File: src/rtl/smrx_pkg.sv
package smrx_pkg;

   typedef enum logic [1:0] {
      REG_CTRL = 2'd0,
      REG_DIV  = 2'd1,
      REG_STAT = 2'd2,
      REG_DATA = 2'd3
   } reg_sel_e;

   // control field positions (software visible)
   localparam int unsigned C_MASTER = 0;
   localparam int unsigned C_SINGLE = 1;
   localparam int unsigned C_CONT   = 2;
   localparam int unsigned C_NINE   = 3;
   localparam int unsigned C_POL    = 4;
   localparam int unsigned C_IRQEN  = 5;
   localparam int unsigned CTRL_W   = 6;

   // status field positions
   localparam int unsigned S_NINTH  = 0;
   localparam int unsigned S_OVR    = 1;
   localparam int unsigned S_DONE   = 2;

   typedef struct packed {
      logic irq_en;
      logic pol;
      logic nine;
      logic cont;
      logic single;
      logic master;
   } ctrl_t;

endpackage

File: src/rtl/smrx_clkgen.sv
module smrx_clkgen #(
   parameter int unsigned DIVW = 16
) (
   input  logic            clk,
   input  logic            rst_n,
   input  logic            run,
   input  logic [DIVW-1:0] divisor,
   output logic            hi,
   output logic            sample_stb
);

   generate
      if (DIVW < 1) begin : g_bad_divw
         $error("smrx_clkgen: DIVW must be at least 1");
      end
   endgenerate

   logic [DIVW-1:0] cnt_q;
   logic            hi_q;
   logic            term;

   assign term = (cnt_q >= divisor);

   always_ff @(posedge clk or negedge rst_n) begin
      if (!rst_n) begin
         cnt_q <= '0;
         hi_q  <= 1'b0;
      end else if (!run) begin
         cnt_q <= '0;
         hi_q  <= 1'b0;
      end else if (term) begin
         cnt_q <= '0;
         hi_q  <= ~hi_q;
      end else begin
         cnt_q <= cnt_q + DIVW'(1);
      end
   end

   assign hi         = hi_q;
   assign sample_stb = run & term & hi_q;

endmodule

File: src/rtl/smrx_shifter.sv
module smrx_shifter #(
   parameter int unsigned DW = 8
) (
   input  logic        clk,
   input  logic        rst_n,
   input  logic        run,
   input  logic        sample_stb,
   input  logic        nine,
   input  logic        sdata,
   output logic        word_done,
   output logic [DW:0] word
);

   localparam int unsigned CW = $clog2(DW + 1);

   generate
      if (DW < 2) begin : g_bad_dw
         $error("smrx_shifter: DW must be at least 2");
      end
   endgenerate

   logic [CW-1:0] bcnt_q;
   logic [DW:0]   sh_q;
   logic [DW:0]   nxt;
   logic [CW-1:0] last;

   assign last = nine ? CW'(DW) : CW'(DW - 1);

   // next shift image: current bit lands at its index, a fresh word clears the rest
   for (genvar i = 0; i <= DW; i++) begin : g_bit
      assign nxt[i] = (bcnt_q == CW'(i)) ? sdata :
                      ((bcnt_q == '0) ? 1'b0 : sh_q[i]);
   end

   always_ff @(posedge clk or negedge rst_n) begin
      if (!rst_n) begin
         bcnt_q <= '0;
      end else if (!run) begin
         bcnt_q <= '0;
      end else if (sample_stb) begin
         if (bcnt_q == last) bcnt_q <= '0;
         else                bcnt_q <= bcnt_q + CW'(1);
      end
   end

   always_ff @(posedge clk or negedge rst_n) begin
      if (!rst_n)          sh_q <= '0;
      else if (sample_stb) sh_q <= nxt;
   end

   assign word_done = sample_stb & (bcnt_q == last);
   assign word      = {nine & nxt[DW], nxt[DW-1:0]};

endmodule

File: src/rtl/smrx_regs.sv
module smrx_regs
   import smrx_pkg::*;
#(
   parameter int unsigned DW      = 8,
   parameter int unsigned DIVW    = 16,
   parameter int unsigned RW      = 16,
   parameter bit          IRQ_REG = 1'b0
) (
   input  logic            clk,
   input  logic            rst_n,
   input  logic            reg_wr,
   input  logic            reg_rd,
   input  logic [1:0]      reg_addr,
   input  logic [RW-1:0]   reg_wdata,
   output logic [RW-1:0]   reg_rdata,
   input  logic            word_done,
   input  logic [DW:0]     word,
   output ctrl_t           ctl,
   output logic [DIVW-1:0] divisor,
   output logic            done,
   output logic            ovr,
   output logic [DW-1:0]   hold,
   output logic            irq
);

   generate
      if (RW < DIVW) begin : g_bad_rw_div
         $error("smrx_regs: RW must hold the divisor");
      end
      if (RW < DW) begin : g_bad_rw_dw
         $error("smrx_regs: RW must hold a data word");
      end
      if (RW < CTRL_W) begin : g_bad_rw_ctl
         $error("smrx_regs: RW must hold the control fields");
      end
   endgenerate

   ctrl_t           ctrl_q;
   logic [DIVW-1:0] div_q;
   logic [DW-1:0]   hold_q;
   logic            ninth_q;
   logic            done_q;
   logic            ovr_q;

   logic wr_ctrl, wr_div, rd_data, accept;

   assign wr_ctrl = reg_wr && (reg_addr == REG_CTRL);
   assign wr_div  = reg_wr && (reg_addr == REG_DIV);
   assign rd_data = reg_rd && (reg_addr == REG_DATA);
   assign accept  = word_done && !done_q;

   always_ff @(posedge clk or negedge rst_n) begin
      if (!rst_n) begin
         ctrl_q <= '0;
      end else if (wr_ctrl) begin
         ctrl_q <= ctrl_t'(reg_wdata[CTRL_W-1:0]);
      end else if (word_done && !ctrl_q.cont) begin
         ctrl_q.single <= 1'b0;
      end
   end

   always_ff @(posedge clk or negedge rst_n) begin
      if (!rst_n)      div_q <= '0;
      else if (wr_div) div_q <= reg_wdata[DIVW-1:0];
   end

   always_ff @(posedge clk or negedge rst_n) begin
      if (!rst_n) begin
         hold_q  <= '0;
         ninth_q <= 1'b0;
      end else if (accept) begin
         hold_q  <= word[DW-1:0];
         ninth_q <= word[DW];
      end
   end

   always_ff @(posedge clk or negedge rst_n) begin
      if (!rst_n)       done_q <= 1'b0;
      else if (accept)  done_q <= 1'b1;
      else if (rd_data) done_q <= 1'b0;
   end

   always_ff @(posedge clk or negedge rst_n) begin
      if (!rst_n)                              ovr_q <= 1'b0;
      else if (wr_ctrl && !reg_wdata[C_CONT])  ovr_q <= 1'b0;
      else if (word_done && done_q)            ovr_q <= 1'b1;
   end

   always_comb begin
      reg_rdata = '0;
      case (reg_sel_e'(reg_addr))
         REG_CTRL: reg_rdata = RW'(ctrl_q);
         REG_DIV:  reg_rdata = RW'(div_q);
         REG_STAT: reg_rdata = RW'({done_q, ovr_q, ninth_q});
         REG_DATA: reg_rdata = RW'(hold_q);
         default:  reg_rdata = '0;
      endcase
   end

   generate
      if (IRQ_REG) begin : g_irq_ff
         logic irq_q;
         always_ff @(posedge clk or negedge rst_n) begin
            if (!rst_n) irq_q <= 1'b0;
            else        irq_q <= done_q & ctrl_q.irq_en;
         end
         assign irq = irq_q;
      end else begin : g_irq_comb
         assign irq = done_q & ctrl_q.irq_en;
      end
   endgenerate

   assign ctl     = ctrl_q;
   assign divisor = div_q;
   assign done    = done_q;
   assign ovr     = ovr_q;
   assign hold    = hold_q;

endmodule

File: src/rtl/sync_master_rx.sv
module sync_master_rx
   import smrx_pkg::*;
#(
   parameter int unsigned DW      = 8,
   parameter int unsigned DIVW    = 16,
   parameter int unsigned RW      = 16,
   parameter bit          IRQ_REG = 1'b0
) (
   input  logic          clk,
   input  logic          rst_n,
   input  logic          reg_wr,
   input  logic          reg_rd,
   input  logic [1:0]    reg_addr,
   input  logic [RW-1:0] reg_wdata,
   output logic [RW-1:0] reg_rdata,
   output logic          sclk_o,
   input  logic          sdata_i,
   output logic          irq_o
);

   ctrl_t           ctl;
   logic [DIVW-1:0] divisor;
   logic            run;
   logic            clk_hi;
   logic            sample_stb;
   logic            word_done;
   logic [DW:0]     word;
   logic            done;
   logic            ovr;
   logic [DW-1:0]   hold;
   logic            ctl_pol;
   logic            ctl_cont;
   logic            ctl_single;

   assign ctl_pol    = ctl.pol;
   assign ctl_cont   = ctl.cont;
   assign ctl_single = ctl.single;
   assign run        = ctl.master & (ctl_single | ctl_cont);
   assign sclk_o     = clk_hi ^ ctl_pol;

   smrx_clkgen #(.DIVW(DIVW)) u_clkgen (
      .clk        (clk),
      .rst_n      (rst_n),
      .run        (run),
      .divisor    (divisor),
      .hi         (clk_hi),
      .sample_stb (sample_stb)
   );

   smrx_shifter #(.DW(DW)) u_shifter (
      .clk        (clk),
      .rst_n      (rst_n),
      .run        (run),
      .sample_stb (sample_stb),
      .nine       (ctl.nine),
      .sdata      (sdata_i),
      .word_done  (word_done),
      .word       (word)
   );

   smrx_regs #(.DW(DW), .DIVW(DIVW), .RW(RW), .IRQ_REG(IRQ_REG)) u_regs (
      .clk        (clk),
      .rst_n      (rst_n),
      .reg_wr     (reg_wr),
      .reg_rd     (reg_rd),
      .reg_addr   (reg_addr),
      .reg_wdata  (reg_wdata),
      .reg_rdata  (reg_rdata),
      .word_done  (word_done),
      .word       (word),
      .ctl        (ctl),
      .divisor    (divisor),
      .done       (done),
      .ovr        (ovr),
      .hold       (hold),
      .irq        (irq_o)
   );

endmodule

File: config.mk
export PLATFORM = sky130hd
export DESIGN_NAME = sync_master_rx
export DESIGN_NICKNAME = d
export VERILOG_FILES = /design/src/rtl/smrx_pkg.sv /design/src/rtl/smrx_clkgen.sv /design/src/rtl/smrx_shifter.sv /design/src/rtl/smrx_regs.sv /design/src/rtl/sync_master_rx.sv
export SDC_FILE = /design/constraint.sdc
export NUM_CORES = 1
export LEC_CHECK = 0
export ABC_AREA = 0
export CAP_MARGIN = 0
export CORE_ASPECT_RATIO = 1.5
export CORE_UTILIZATION = 23
export DETAILED_ROUTE_END_ITERATION = 10
export GPL_TIMING_DRIVEN = 0
export HOLD_SLACK_MARGIN = 0.02
export PLACE_DENSITY = 0.5
export SLEW_MARGIN = 20
export SYNTH_ARGS = -nofsm -noshare
export SYNTH_HDL_FRONTEND = slang
export SYNTH_SLANG_ARGS = --single-unit
File: constraint.sdc
create_clock -name clk -period 3.5 [get_ports clk]
set_input_delay 1.05 -clock clk [delete_from_list [all_inputs] [get_ports clk]]
set_output_delay 1.05 -clock clk [all_outputs]
set_load 0.02 [all_outputs]
# Yosys cells after proc, flatten, opt, wreduce, memory -nomap -nowiden
# Cells that the tools add are included.
# op_classes
n_addsub	2
multipliers	0
div_mod_pow	0
order_cmp	1
n_eq_ne	14
shifts	0
mux	32
bitwise_logic	9
n_reduce_logical	15
# op_table
op	count
one-hot mux 16 bit (4 select lines)	1
2-to-1 mux 16 bit	2
2-to-1 mux 1 bit	25
adder 16 x 1 -> 16 bit (second input constant)	1
== test 4 x 3 -> 1 bit (second input constant)	4
greater-or-equal comparator 16 bit	1
2-to-1 mux 4 bit	4
== test 4 x 2 -> 1 bit (second input constant)	2
logical AND 1 bit	7
bitwise AND 1 bit	6
nonzero test 2 bit	3
adder 4 x 1 -> 4 bit (second input constant)	1
== test 2 bit (second input constant)	2
== test 4 x 1 -> 1 bit (second input constant)	1
== test 4 bit	1
== test 4 bit (second input constant)	1
zero test 4 bit	1
zero test 1 bit	3
== test 2 x 1 -> 1 bit (second input constant)	1
zero test 2 bit	1
!= test 2 x 1 -> 1 bit (second input constant)	1
!= test 2 bit (second input constant)	1
inverter 1 bit	1
OR 1 bit	1
bitwise XOR 1 bit	1
# totals
regBits	63
latchBits	0
ramBits	0
rom_bits	0
in_bits	23
out_inout_bits	18
wordCells	88
mem_count	0

# Longest topological paths before layout
# Gate-level depths: netlist of the first run.
# logic_depth
depth_word	8
depth_mapped	9

# Cells and area by module
# From an unflattened synthesis of the first run, not the netlist that was laid out.
# unflattened
hier_cells	354
area_unflattened_um2	3837.4
# modules_own_cells
module	n_inst	cells_per_inst	area_per_inst_um2	seq_area_each_um2
smrx_regs	1	107	1570.3	825.8
smrx_clkgen	1	133	1212.4	425.4
smrx_shifter	1	112	1038.5	325.3
sync_master_rx	1	2	16.3	0.0

# Worst setup path before layout of the first run
# OpenSTA, ideal clock, no wires.
# synth_path
kind	input -> output
startpoint	input port reg_addr[0]
endpoint	output port reg_rdata[3]
arrival_ps	2187
required_time_ps	2450
slack_ps	263
stages	4
n_path_buf	2
cell_sequence	clkbuf_1 -> clkbuf_1 -> mux2i_1 -> o21ai_0
# synth_between
elab_chain_cells	2
word_cells_on_any_way	5
cone_classes	3 x eq/ne; 1 x mux; 1 x reduce/logical
# synth_lines
element	line_no	rtl
start, declared	sync_master_rx.sv:13	input logic [1:0] reg_addr,
== test 2 bit, or another cell as far along	smrx_regs.sv:91	case (reg_sel_e'(reg_addr))
one-hot mux 16 bit (4 select lines) (*)	smrx_regs.sv:91	
end, declared	sync_master_rx.sv:15	output logic [RW-1:0] reg_rdata,
# Mark *: on every way between the ends. The rest lies on a longest branch, timed or not.

# Worst setup path after layout of the first run
# layout_path
startpoint	input port reg_addr[0]
endpoint	output port reg_rdata[12]
# The elaborated chain is that of the path after synthesis.

==> impl_metrics.json, run 1 <==
{
  "ir_worst_vdd_mv": 0.176,
  "crit_type": "in -> out",
  "htree_levels": 3,
  "r2r_start": "u_clkgen.cnt_q[0]",
  "root_buffer": "clkbuf_16",
  "vias_per_cell": 4.45,
  "routabilityCongestion": 0.780,
  "final_cell_mix": "dfrtp_1 (63), clkdlybuf4s50_1 (32), mux2_2 (31)",
  "coreArea_sq_um": 15000,
  "fin_crit_ps": 3430,
  "placedCellCount": 572,
  "cts_num_sinks": 63,
  "clock_latency_ps": 330,
  "cts_tree": "yes",
  "placementRows": 55,
  "dpl.hpwl_mm": 6.55,
  "synth_area_sq_um": 3520,
  "cellLeakagePower_nw": 2.04,
  "fin_crit_sh": 0.981,
  "ios": 41,
  "die_w_um": 103,
  "synth_nets": 378,
  "cts_buffers": 9,
  "synth_cell_type_count": 44,
  "antenna_found_initial": 0,
  "total_power_mw": 1.94,
  "cp_slowest_stage_delay_ps": 610,
  "wirelength_mm": 8.77,
  "cp_data_required_time_ps": 2450,
  "ys_warn_count": 0,
  "wl_per_cell_um": 14.9,
  "cp_max_fo": 9,
  "rr_worst_depth": 9,
  "cts.clk_slew.worst_paths_ps": 50,
  "setup_viol": 0,
  "grt_pass1_vias": 2722,
  "area_growth_pct": 27.1,
  "slew_headroom": 0.450,
  "hold_path_class": "reg -> reg",
  "grt_max_degree": 55,
  "initial_utilization": 0.234,
  "die_height_um": 153,
  "synth-edff-count": 0,
  "cp-start-kind": "input port",
  "first_pass_iters": 4,
  "r2r_setup_slack_ps": 300,
  "ant_nets": 0,
  "grt.total_usage": 0.120,
  "grt_overflow": 0,
  "drc": 0,
  "worstMarginPinSlew_ps": 818,
  "fin_nets": 428,
  "ys.flop_type": "dfrtp_1",
  "cpMostUsedCell": "clkbuf_2",
  "crit_slowest_cell": "clkdlybuf4s50_1",
  "skew_ps": 5.20,
  "fmax_mhz": 291,
  "timing.rr.end": "u_clkgen.cnt_q[6]",
  "cts_setup_buffers": 0,
  "async_flop_share": 1.00,
  "holdBufCountCts": 0,
  "portBuffers": 38,
  "die_area_sq_um": 15800,
  "fin_cells": 587,
  "cap_violations": 0,
  "critPathLaunch": "reg_addr[0]",
  "ys_seq_area_frac": 0.448,
  "finalHoldViolCount": 0,
  "end_kind": "primary output",
  "post-route-util": 0.298,
  "synthCells": 334,
  "drv_slew": 0,
  "worstPathArrival_ps": 2380,
  "avgSynthCellArea_sq_um": 10.5,
  "drt_iter0_markers": 67,
  "rsz0062_at_grt": "false",
  "outcome": "finished, final reports clean",
  "grt_pass1_wl_mm": 14.2,
  "layout-drive-gt1-share": 0.165,
  "vias": 2615,
  "critPathCapture": "reg_rdata[12]",
  "p_per_area_nw_per_um2": 435,
  "crit_chain": "clkbuf_2 -> nor2b_1 -> clkbuf_2 -> and2_1 -> clkdlybuf4s50_1",
  "final_common_cell": "dfrtp_1",
  "diodes": 0,
  "ys_seq_elements": 63,
  "clock_path_buffers": 2
}
-- sequential cells by signal (all words and copies together), names as in the netlist --
name,count
u_clkgen.hi,1
u_regs.divisor,16
u_shifter.sh_q,9
u_regs.done,1
u_regs.ninth_q,1
u_regs.hold,8
u_regs.ctl,6
u_shifter.bcnt_q,4
u_clkgen.cnt_q,16
u_regs.ovr,1
-- synthesized netlist by cell type, types with 6 or more instances --
library cell | instances | area, sq um
dfrtp_1 | 63 | 1580
mux2_2 | 31 | 349
nor2_1 | 27 | 101
nand2_1 | 25 | 93.8
ha_1 | 21 | 263
inv_1 | 21 | 78.8
o21ai_0 | 21 | 105
nand3_1 | 14 | 70.1
xor2_1 | 12 | 105
clkbuf_1 | 10 | 37.5
and2_1 | 9 | 56.3
a21oi_1 | 6 | 30.0
mux2i_1 | 6 | 60.1
-- critical path, delay by kind of cell --
kind / cells / cell delay (ps)
buf+inv: 3 / 1010
simple gates: 2 / 320
-- where the power goes --
group          switching (mW)  total, mW  internal (mW)
registers              0.0536      0.838          0.785
logic                   0.160      0.313          0.152
clock network           0.300      0.793          0.494
total                   0.514       1.94           1.43
-- cell families (layout without fill, tap and decap cells) --
group,count (synthesis),in the layout,synth area share
buf+inv,33,87,0.0377
fa+ha+maj,21,21,0.0747
mux,45,45,0.157
xor+xnor,16,16,0.0398
compound gates,50,50,0.0911
simple gates,106,106,0.152
flops,63,63,0.448
-- through the flow --
step	hold slack, ps	worst slack (ps)	TNS, ps	instance area [sq um]
floorplan	445	263	0	3520
global placement	464	-753	-51960	4150
detailed placement	473	-541	-4730	4180
CTS	485	34.9	0	4460
global route	499	0.786	0	4470
finish	474	67.5	0	4470
-- timing repair --
| item | in CTS | in global routing |
|---|---|---|
| setup endpoints to repair | 16 | 5 |
| gates cloned | 0 | 0 |
| hold endpoints to repair | 0 | 0 |
| resized for setup | 9 | 5 |
-- worst min-delay path by stage --
stage	startpoint	endpoint	slack (ps)	cells after the start
2_1_floorplan	u_regs.ninth_q	u_regs.ninth_q	440	2
3_3_place_gp	u_regs.ninth_q	u_regs.ninth_q	460	2
3_5_place_dp	u_regs.hold[0]	u_regs.hold[0]	470	2
4_1_cts	u_regs.hold[0]	u_regs.hold[0]	480	2
5_1_grt	u_regs.hold[0]	u_regs.hold[0]	500	2
6_report	u_regs.hold[0]	u_regs.hold[0]	470	2
-- final cells by class --
cell class                 instances  area, sq um
multi-input combinational        238         1820
timing repair buffer              39          418
tap                              199          249
buffer                            12         71.3
inverter                          21         78.8
sequential                        63         1580
fill                            1626        10500
clock inverter                     1         5.00
clock buffer                      14          254
-- metal layers --
metal	up-vias	track usage	part of all wire
met2	43	0.208	0.52
met1	1286	0.142	0.43
li1	1280	-	-
met3	6	0.0251	0.031
met5	-	0	0
met4	0	0.0443	0.011
Note: power is estimated with default switching activity, not from simulation.
==> run 2, diff against run 1 <==
--- a/config.mk
+++ b/config.mk
@@ -12,6 +12,7 @@
 export DETAILED_ROUTE_END_ITERATION = 10
 export GPL_TIMING_DRIVEN = 0
 export HOLD_SLACK_MARGIN = 0.02
+export MAX_ROUTING_LAYER = met4
 export PLACE_DENSITY = 0.5
 export SLEW_MARGIN = 20
 export SYNTH_ARGS = -nofsm -noshare
==> run 2 against run 1 <==
  * Combinational power about the same
  * First-iteration DRC count up 21%
  * Global-route usage up 0.34 points
  * Highest routed layer unchanged
==> impl_metrics.json, run 2 (synthesized netlist as in run 1, its figures left out) <==
{
  "ant_nets": 0,
  "routabilityCongestion": 0.790,
  "cp-start-kind": "input port",
  "critPathLaunch": "reg_addr[0]",
  "cts_num_sinks": 63,
  "ctsResizeCount": 9,
  "total_power_mw": 1.94,
  "ir_worst_vdd_mv": 0.175,
  "wl_per_cell_um": 14.9,
  "placementRows": 55,
  "cp_data_required_time_ps": 2450,
  "fin_area_sq_um": 4470,
  "end_kind": "primary output",
  "htree_levels": 3,
  "setup_viol": 0,
  "root_buffer": "clkbuf_16",
  "cts_tree": "yes",
  "slew_headroom": 0.424,
  "final_cell_mix": "dfrtp_1 (63), clkdlybuf4s50_1 (32), mux2_2 (31)",
  "grt_max_degree": 55,
  "die_height_um": 153,
  "cap_violations": 0,
  "die_area_sq_um": 15800,
  "initial_utilization": 0.234,
  "fin_cells": 587,
  "portBuffers": 38,
  "r2r_setup_slack_ps": 290,
  "crit_slowest_cell": "clkdlybuf4s50_1",
  "rr_worst_depth": 9,
  "grt_overflow": 0,
  "vias_per_cell": 4.45,
  "hold_path_class": "reg -> reg",
  "r2r_start": "u_clkgen.cnt_q[0]",
  "cp_max_fo": 9,
  "area_growth_pct": 27.1,
  "holdBufCountCts": 0,
  "timing.rr.end": "u_clkgen.cnt_q[6]",
  "first_pass_iters": 4,
  "grt_pass1_wl_mm": 14.2,
  "rsz0062_at_grt": "false",
  "p_per_area_nw_per_um2": 435,
  "drv_slew": 0,
  "antenna_found_initial": 0,
  "placedCellCount": 572,
  "drc": 0,
  "fin_crit_sh": 0.982,
  "die_w_um": 103,
  "grt_pass1_vias": 2726,
  "fin_crit_ps": 3440,
  "skew_ps": 6.79,
  "clock_path_buffers": 2,
  "critPathCapture": "reg_rdata[12]",
  "cellLeakagePower_nw": 2.04,
  "crit_chain": "clkbuf_2 -> nor2b_1 -> clkbuf_2 -> and2_1 -> clkdlybuf4s50_1",
  "final_common_cell": "dfrtp_1",
  "cts_setup_buffers": 0,
  "worstPathArrival_ps": 2390,
  "tns_ps": 0,
  "vias": 2615,
  "outcome": "finished, final reports clean",
  "hp-start": "u_regs.hold[0]",
  "cts_buffers": 9,
  "fmax_mhz": 291,
  "grt.total_usage": 0.123,
  "clock_latency_ps": 330,
  "wirelength_mm": 8.77,
  "dpl.hpwl_mm": 6.55,
  "drt_iter0_markers": 81,
  "cpMostUsedCell": "clkbuf_2",
  "diodes": 0,
  "cts.clk_slew.worst_paths_ps": 50,
  "ios": 41,
  "placed_cell_area_sq_um": 4180,
  "worstMarginPinSlew_ps": 857,
  "fillers": 1626,
  "crit_type": "in -> out",
  "cp_slowest_stage_delay_ps": 610,
  "coreArea_sq_um": 15000,
  "fin_nets": 428,
  "layout-drive-gt1-share": 0.165,
  "post-route-util": 0.298,
  "finalHoldViolCount": 0
}
run 2: cell counts in the layout (fill, tap and decap cells not counted):
No cell type changed its count.
run 2: how the worst min path moves through the flow:
stage                     cells past startpoint              to
after detailed placement                      2  u_regs.hold[0]
after CTS                                     2  u_regs.hold[0]
after global routing                          2  u_regs.hold[0]
after floorplan                               2  u_regs.ninth_q
after global placement                        2  u_regs.ninth_q
final                                         2  u_regs.hold[0]
run 2: metal layers:
| metal | track usage | up-vias | wire length (um) |
|---|---|---|---|
| li1 | - | 1281 | - |
| met1 | 0.143 | 1287 | 3810 |
| met2 | 0.208 | 41 | 4560 |
| met3 | 0.0238 | 6 | 304 |
| met4 | 0.0443 | 0 | 104 |
| met5 | - | - | 0 |
run 2: power breakdown:
group / total, mW / switching [mW] / internal (mW) / leakage [nW]
Sequential: 0.838 / 0.0530 / 0.785 / 0.806
Combinational: 0.312 / 0.160 / 0.152 / 1.10
Clock: 0.794 / 0.300 / 0.494 / 0.127
run 2: cell type report:
class | count | area (sq um) | area share
multi-input combinational | 238 | 1820 | 0.406
tap | 199 | 249 | 0.0557
buffer | 12 | 71.3 | 0.0160
inverter | 21 | 78.8 | 0.0176
clock buffer | 14 | 254 | 0.0568
clock inverter | 1 | 5.00 | 0.00112
timing repair buffer | 39 | 418 | 0.0935
sequential | 63 | 1580 | 0.353
run 2: critical path: cells and delay by family:
kind	cells	cell delay [ps]
buffers and inverters	3	1030
AND/OR/NAND/NOR	2	320
run 2: metrics by stage:
stage	hold WS, ps	worst slack (ps)
after global routing	499	0.786
after CTS	485	34.9
after floorplan	445	263
after detailed placement	473	-541
final	475	63.7
after global placement	464	-753
